<file path="src/rtl/ifu_pkg.sv">
package ifu_pkg;

    localparam int INSTR_W = 32;
    localparam int HALF_W  = INSTR_W / 2;

    typedef enum logic [1:0] {
        ST_LOAD     = 2'd0,
        ST_FETCH_LO = 2'd1,
        ST_FETCH_HI = 2'd2,
        ST_HOLD     = 2'd3
    } fetch_st_e;

    typedef struct packed {
        logic [INSTR_W-1:0] bits;
        logic               is_c;
    } instr_rec_t;

    // a halfword opens a compressed instruction unless its two low bits are both set
    function automatic logic half_is_compressed(input logic [HALF_W-1:0] h);
        return h[1:0] != 2'b11;
    endfunction

    function automatic logic [INSTR_W-1:0] widen_half(input logic [HALF_W-1:0] h);
        return {{(INSTR_W-HALF_W){1'b0}}, h};
    endfunction

endpackage

</file>
<file path="src/rtl/ifu_pc_hold.sv">
module ifu_pc_hold #(
    parameter int ADDR_W = 32
) (
    input  logic              clk,
    input  logic              rst,
    input  logic              load_en,
    input  logic [ADDR_W-1:0] pc_in,
    input  logic              use_second,
    output logic [ADDR_W-1:0] fetch_addr,
    output logic              upper_sel
);
    localparam int WORD_BYTES = 4;
    localparam int LOW_BITS   = $clog2(WORD_BYTES);

    logic [ADDR_W-1:LOW_BITS] word_q;
    logic                     upper_q;

    always_ff @(posedge clk) begin
        if (rst) begin
            word_q  <= '0;
            upper_q <= 1'b0;
        end else if (load_en) begin
            word_q  <= pc_in[ADDR_W-1:LOW_BITS];
            upper_q <= pc_in[1];
        end
    end

    logic [ADDR_W-1:LOW_BITS] word_sel;
    always_comb begin
        word_sel = use_second ? word_q + 1'b1 : word_q;
    end

    assign fetch_addr = {word_sel, {LOW_BITS{1'b0}}};
    assign upper_sel  = upper_q;

endmodule

</file>
<file path="src/rtl/ifu_seq.sv">
module ifu_seq
    import ifu_pkg::*;
(
    input  logic      clk,
    input  logic      rst,
    input  logic      bus_valid,
    input  logic      decode_done,
    input  logic      upper_sel,
    input  logic      first_full,
    output fetch_st_e state,
    output logic      pc_load,
    output logic      bus_ready,
    output logic      take_lo,
    output logic      take_hi,
    output logic      use_second,
    output logic      instr_valid
);
    fetch_st_e st_q, st_d;
    logic      accept;

    assign bus_ready   = (st_q == ST_FETCH_LO) || (st_q == ST_FETCH_HI);
    assign accept      = bus_ready && bus_valid;
    assign take_lo     = accept && (st_q == ST_FETCH_LO);
    assign take_hi     = accept && (st_q == ST_FETCH_HI);
    assign pc_load     = (st_q == ST_LOAD);
    assign use_second  = (st_q == ST_FETCH_HI);
    assign instr_valid = (st_q == ST_HOLD);
    assign state       = st_q;

    always_comb begin
        st_d = st_q;
        unique case (st_q)
            ST_LOAD:     st_d = ST_FETCH_LO;
            ST_FETCH_LO: begin
                if (accept) begin
                    st_d = (upper_sel && first_full) ? ST_FETCH_HI : ST_HOLD;
                end
            end
            ST_FETCH_HI: begin
                if (accept) begin
                    st_d = ST_HOLD;
                end
            end
            ST_HOLD: begin
                if (decode_done) begin
                    st_d = ST_LOAD;
                end
            end
            default:     st_d = ST_LOAD;
        endcase
    end

    always_ff @(posedge clk) begin
        if (rst) begin
            st_q <= ST_LOAD;
        end else begin
            st_q <= st_d;
        end
    end

endmodule

</file>
<file path="src/rtl/ifu_assemble.sv">
module ifu_assemble
    import ifu_pkg::*;
(
    input  logic               clk,
    input  logic               rst,
    input  logic [INSTR_W-1:0] rdata,
    input  logic               upper_sel,
    input  logic               take_lo,
    input  logic               take_hi,
    output logic               first_full,
    output instr_rec_t         instr
);
    logic [HALF_W-1:0] first_half;
    logic [HALF_W-1:0] pend_q;
    instr_rec_t        rec_q;

    always_comb begin
        first_half = upper_sel ? rdata[INSTR_W-1:HALF_W] : rdata[HALF_W-1:0];
        first_full = !half_is_compressed(first_half);
    end

    always_ff @(posedge clk) begin
        if (rst) begin
            pend_q <= '0;
            rec_q  <= '0;
        end else if (take_lo) begin
            pend_q <= first_half;
            if (!first_full) begin
                rec_q.bits <= widen_half(first_half);
                rec_q.is_c <= 1'b1;
            end else if (!upper_sel) begin
                rec_q.bits <= rdata;
                rec_q.is_c <= 1'b0;
            end
        end else if (take_hi) begin
            rec_q.bits <= {rdata[HALF_W-1:0], pend_q};
            rec_q.is_c <= 1'b0;
        end
    end

    assign instr = rec_q;

endmodule

</file>
<file path="src/rtl/ifetch_unit.sv">
module ifetch_unit
    import ifu_pkg::*;
#(
    parameter int ADDR_W = 32
) (
    input  logic              clk,
    input  logic              rst,
    input  logic [ADDR_W-1:0] next_pc,
    output logic [ADDR_W-1:0] bus_addr,
    input  logic [31:0]       bus_rdata,
    input  logic              bus_valid,
    output logic              bus_ready,
    output logic [31:0]       instr_out,
    output logic              instr_is_c,
    output logic              instr_valid,
    input  logic              decode_done
);
    fetch_st_e  state;
    logic       pc_load;
    logic       take_lo;
    logic       take_hi;
    logic       use_second;
    logic       upper_sel;
    logic       first_full;
    instr_rec_t instr;

    ifu_pc_hold #(.ADDR_W(ADDR_W)) pc_i (
        .clk        (clk),
        .rst        (rst),
        .load_en    (pc_load),
        .pc_in      (next_pc),
        .use_second (use_second),
        .fetch_addr (bus_addr),
        .upper_sel  (upper_sel)
    );

    ifu_seq seq_i (
        .clk         (clk),
        .rst         (rst),
        .bus_valid   (bus_valid),
        .decode_done (decode_done),
        .upper_sel   (upper_sel),
        .first_full  (first_full),
        .state       (state),
        .pc_load     (pc_load),
        .bus_ready   (bus_ready),
        .take_lo     (take_lo),
        .take_hi     (take_hi),
        .use_second  (use_second),
        .instr_valid (instr_valid)
    );

    ifu_assemble asm_i (
        .clk        (clk),
        .rst        (rst),
        .rdata      (bus_rdata),
        .upper_sel  (upper_sel),
        .take_lo    (take_lo),
        .take_hi    (take_hi),
        .first_full (first_full),
        .instr      (instr)
    );

    assign instr_out  = instr.bits;
    assign instr_is_c = instr.is_c;

endmodule

</file>
<file path="config.mk">
export PLATFORM = sky130hd
export DESIGN_NAME = ifetch_unit
export DESIGN_NICKNAME = d
export VERILOG_FILES = /design/src/rtl/ifu_pkg.sv /design/src/rtl/ifu_pc_hold.sv /design/src/rtl/ifu_seq.sv /design/src/rtl/ifu_assemble.sv /design/src/rtl/ifetch_unit.sv
export SDC_FILE = /design/constraint.sdc
export NUM_CORES = 1
export LEC_CHECK = 0
export CORE_MARGIN = 2
export CORE_UTILIZATION = 42
export DETAILED_ROUTE_END_ITERATION = 12
export PLACE_DENSITY = 0.75
export SETUP_SLACK_MARGIN = 0.1
export SLEW_MARGIN = 25
export SYNTH_ARGS = -nofsm -noshare
export SYNTH_HDL_FRONTEND = slang
export SYNTH_SLANG_ARGS = --single-unit
</file>
<file path="constraint.sdc">
create_clock -name clk -period 2.3 [get_ports clk]
set_input_delay 0.46 -clock clk [delete_from_list [all_inputs] [get_ports clk]]
set_output_delay 0.46 -clock clk [all_outputs]
set_load 0.05 [all_outputs]
</file>
Word level (Yosys, flattened, before mapping)
Index checks and enable logic that the tools add are counted.

Add/sub/neg operators: 1. Reductions and logical operators: 10. Mux-type cells: 11. Equality and inequality tests: 8.

Operator list (count): $mux 33 (4); $add 30x1->30 const B (1); $mux 30 (1); $mux 16 (1); $pmux 2 s4 (1); $mux 2 (3); $ne 2x1->1 const B (3); $eq 2x2->1 const B (2); $logic_and 1x1->1 (4); $ne 3x3->1 const B (1); $reduce_and 3->1 (1); $eq 2x1->1 const B (1); $logic_not 2->1 (1); $ne 2x2->1 const B (1); $reduce_and 2->1 (1); $reduce_bool 2->1 (1); $logic_not 1->1 (1); $logic_or 1x1->1 (1); $mux 1 (1).

Logic and storage cells: 36. Bits in registers: 82. Output and inout bits: 67.

Longest topological paths before layout
Depth in word-level cells: 7. Depth in mapped cells: 9. Gate-level depth less buffers: 6.

Cells and area by module
Synthesis repeated with hierarchy kept, for this count alone.

Cell total of the unflattened synthesis: 501. Area total of the unflattened synthesis: 4488.1 sq um.

By module, submodules not included: ifu_assemble (cells each 292, area an instance 2568.7 sq um, instances 1); ifu_pc_hold (cells each 185, area an instance 1705.4 sq um, instances 1); ifu_seq (cells each 24, area an instance 214.0 sq um, instances 1).

Least setup slack after synthesis
OpenSTA, ideal clock, no wires.

Path type: reg-to-output. From: reg seq_i.st_q[0] (netlist: seq_i.state[0]). To: out bus_addr[28]. Arrival time: 2.291 ns. Slack: -0.451 ns. Stages on the path, launching flop included: 8. Path buffers: 1. Cells stage by stage: dfxtp_1 > inv_1 > ha_1 > and2_2 > buf_4 > nand4_2 > nor4_1 > xor2_1.

Longest elaborated chain between the ends: 2.

Ends and longest elaborated chain: start, declared (line ifu_seq.sv:18) `fetch_st_e st_q, st_d;`; start signal, assigned (line ifu_seq.sv:57) `st_q <= st_d;`; $eq 2x2->1 (line ifu_seq.sv:26) `assign use_second = (st_q == ST_FETCH_HI);`; $mux 30 (line ifu_pc_hold.sv:30) `word_sel = use_second ? word_q + 1'b1 : word_q;`; end, declared (line ifetch_unit.sv:9) `output logic [ADDR_W-1:0] bus_addr,`.

No other way between the ends.

Worst setup path after layout
From: reg pc_i.word_q[19] in the netlist's numbering. To: out bus_addr[31].

Longest elaborated chain between the ends: 2.

Ends and longest elaborated chain: start, declared (line ifu_pc_hold.sv:15) `logic [ADDR_W-1:LOW_BITS] word_q;`; start signal, assigned (line ifu_pc_hold.sv:23) `word_q <= pc_in[ADDR_W-1:LOW_BITS];`; $add 30x1->30 (line ifu_pc_hold.sv:30); $mux 30 (line ifu_pc_hold.sv:30).

No other way between the ends.

==> results.md <==
* Worst-path maximum fanout at 2
* DP Worst Slack at -0.0326 ns
* Post-route ant nets at 0
* Maximum clock frequency at between 0.3 and 0.4 GHz
* I/O pin count at 135
* Syn Area/Cell at a little under 9 um2
* Detail Placement HPWL at 9010 um
* EDFF count, synth at 0
* First-pass GRT wire length at 20800 um
* Most frequent cells in the layout: clkdlybuf4s50_1 (98), nor2_1 (85), dfxtp_1 (69), buf_4 (54), mux2i_1 (50)
* GR Layer Usage met1 at ~30%
* Sw Pwr at 3.46 mW
* Routed len/inst at 17.2 um
* Core area at 9730 um2
* Core Rows at 36
* Setup crit end kind: output pin
* Yosys warns at 0
* Initial antenna violation count at 0
* Total die area at 10800 um2
* DRT Pass-1 Iters at 4
* Post-synth cell types at 50
* Reg area at 1670 um2
* M2 GR Usage at 40.9%
* Worst hold path type: reg -> reg
* Logic pwr share at 58.7%
* CP required at 1.84 ns
* DRC viols at 0
* Clk_lat worst skew at roughly 0.37 ns
* Worst reg2reg startpoint: seq_i.state[0]$_SDFFE_PP0P_
* GPL Wtd Cong at approximately 0.88
* Post-Syn Instances at around 470
* Final Hold Viols at 0
* Area Overhead vs Synth at 71.7%
* CP Capture Point: bus_addr[31]
* Slew at the pin closest to its max-slew limit at 0.724 ns
* Hold-fix buffers at CTS at 0
* LEAKAGE at slightly above 3 nW
* Final number of setup-violating endpoints at 21
* Initial drt markers at 164
* Path depth of the worst reg2reg path at 9
* Mapped Area at 4180 um2
* Seq pwr share at 26.5%
* Largest net degree at the start of global routing at 35
* Pwr dens at 1080 nW/um2
* Maximum capacitance violations at 0
* Leading cell type in the layout, fill and taps excluded: clkdlybuf4s50_1
* Die Y at between 100 and 150 um
* Final Max Tran Viols at 0
* Relative slew slack at 51.8%
* Async SR Flop Fraction at 0%
* Layout cells sized above 1 at 30.1%
* Clock H-tree levels at 3
* Final Cycle Share at 113%
* Clk network pwr share at 14.7%
* Switching share of power at 44.5%
* Failing checks: setup timing
* Final net count at 717
* Final critical-path setup slack at -0.293 ns
* Vias in the first global route at roughly 4200
* #FFs+latches synth at 82
* Via count at around 4200
* Overall routing resource usage at 23.8%
* Port Buffers at 131
* FF-to-FF setup slack at between 0.2 and 0.3 ns
* Fin util at between 70% and 80%
* Initial Util at 43.0%
* Fill count at between 600 and 700
* Kind of critical path: reg -> out
* Critical Path Start: pc_i.word_q[19]$_SDFFE_PP0N_
* End of the worst register-to-register path: asm_i.instr[31]$_SDFFE_PP0P_
* Setup Skew at 0.0126 ns
* Antenna cells at 0
* Post-Layout Cell Count at a little under 800
* Placed cells at 745
* Startpoint Class: flip-flop
* CTS tree: built
* Grt peak-use layer: met2
* Global route total overflow at 0
* Clock slew at reported path FFs at around 0.1 ns
* Via density at 5.43
* RSZ-0062 raised after global routing: true
* Period minus WS final at 2.59 ns
* TritonCTS Buffers at 9
* Top FF cell, synth: dfxtp_1
* GR Util met3 at 6.80%
* Final WL at roughly 13000 um
* Clk sinks at 82
* Maximum vdd drop at 592 uV
* Area of the multi-input gates at 2920 um2
* Max clock buf depth at 2
* Outcome: finished with violations
* Crit path DAT at 2.13 ns
* CTS root buffer: clkbuf_8
* Post-synthesis sequential area ratio at 39.2%
* Die W at between 100 and 150 um
* Internal power at between 4 and 5 mW
[through the flow]
step | total power [mW] | hold slack (ns) | instance area [um2] | TNS (ns)
2_1_floorplan | 4.81 | 0.440 | 4580 | -0.0678
3_3_place_gp | 6.35 | 0.448 | 6500 | 0
3_5_place_dp | 6.44 | 0.452 | 6500 | -0.0481
4_1_cts | 7.68 | 0.474 | 6950 | -2.59
5_1_grt | 8.15 | 0.492 | 7180 | -4.71
6_report | 7.78 | 0.471 | 7180 | -2.88
[cell families (layout without fill, tap and decap cells)]
kind of cell | count (synthesis) | count (layout) | share of synthesized area [%]
AOI/OAI and AO/OA | 75 | 75 | 14.1
muxes | 53 | 53 | 12.8
other | 1 | 2 | 0.0896
and+or+nand+nor | 181 | 181 | 20.5
DFF | 82 | 82 | 39.2
buffers and inverters | 46 | 220 | 5.26
adders and majority gates | 6 | 6 | 1.79
xor gates and xnor gates | 29 | 29 | 6.25
[critical path: stages (launching register included)]
cell	delay, ns
dfxtp_2	0.35
and4_4	0.23
nand4_1	0.20
buf_4	0.20
or4_4	0.45
xnor2_4	0.17
buf_12	0.15
[sequential cells by signal, indices dropped and copies added, names as in the netlist]
register	count
asm_i.instr	33
pc_i.word_q	30
asm_i.pend_q	16
seq_i.state	2
pc_i.upper_sel	1
[metal layers]
layer	part of all wire (%)	vias to the layer above	wire (um)
met4	2.0	0	271
met5	0	-	0
met2	50	148	6760
met3	6.0	20	799
met1	42	2041	5570
li1	-	2029	-
[cells in the mapped netlist, drive strengths merged, types with 5 or more instances]
library cell	count	area, um2
nor2	89	334
a21oi	12	63.8
nand4	5	52.6
nor4	5	31.3
a211o	5	43.8
xnor2	12	113
mux2i	50	500
inv	8	30.0
dfxtp	82	1640
clkbuf	17	63.8
buf	21	126
nand3	11	55.1
nand2	19	71.3
o22a	9	78.8
a221oi	16	140
nor3	33	165
ha	6	75.1
xor2	17	149
a211oi	23	173
[area by class of cell]
cell class / count / area share (%)
clock buffers: 9 / 1.72
repair buffers: 196 / 30.4
well taps: 133 / 2.32
clock inverters: 7 / 1.25
flip-flops and latches: 82 / 23.2
inverters: 8 / 0.418
multi-input cells: 346 / 40.7
[power groups by stage]
stage          registers (mW)  clock network (mW)  logic (mW)
2_1_floorplan            2.63                   0        2.19
3_3_place_gp             2.05                   0        4.29
3_5_place_dp             2.07                   0        4.37
4_1_cts                  2.05                1.16        4.47
5_1_grt                  2.11                1.22        4.82
6_report                 2.06                1.15        4.57
[how the worst min path moves through the flow]
stage | from | endpoint | slack [ns] | cells past startpoint
6_report | asm_i.pend_q[1]$_SDFFE_PP0P_ | asm_i.pend_q[1]$_SDFFE_PP0P_ | 0.47 | 2
5_1_grt | asm_i.instr[14]$_SDFFE_PP0P_ | asm_i.instr[14]$_SDFFE_PP0P_ | 0.49 | 2
4_1_cts | asm_i.pend_q[1]$_SDFFE_PP0P_ | asm_i.pend_q[1]$_SDFFE_PP0P_ | 0.47 | 2
3_5_place_dp | asm_i.instr[14]$_SDFFE_PP0P_ | asm_i.instr[14]$_SDFFE_PP0P_ | 0.45 | 2
3_3_place_gp | asm_i.instr[15]$_SDFFE_PP0P_ | asm_i.instr[15]$_SDFFE_PP0P_ | 0.45 | 2
2_1_floorplan | asm_i.pend_q[0]$_SDFFE_PP0P_ | asm_i.pend_q[0]$_SDFFE_PP0P_ | 0.44 | 2
[what timing repair did]
action                                  in CTS  in global routing
endpoints found under the setup margin      26                 45
setup buffers                                9                 11
gates resized for setup                     36                 33
cloned                                       0                  0
pin swaps                                   26                 17
Note: power is estimated with default switching activity, not from simulation.
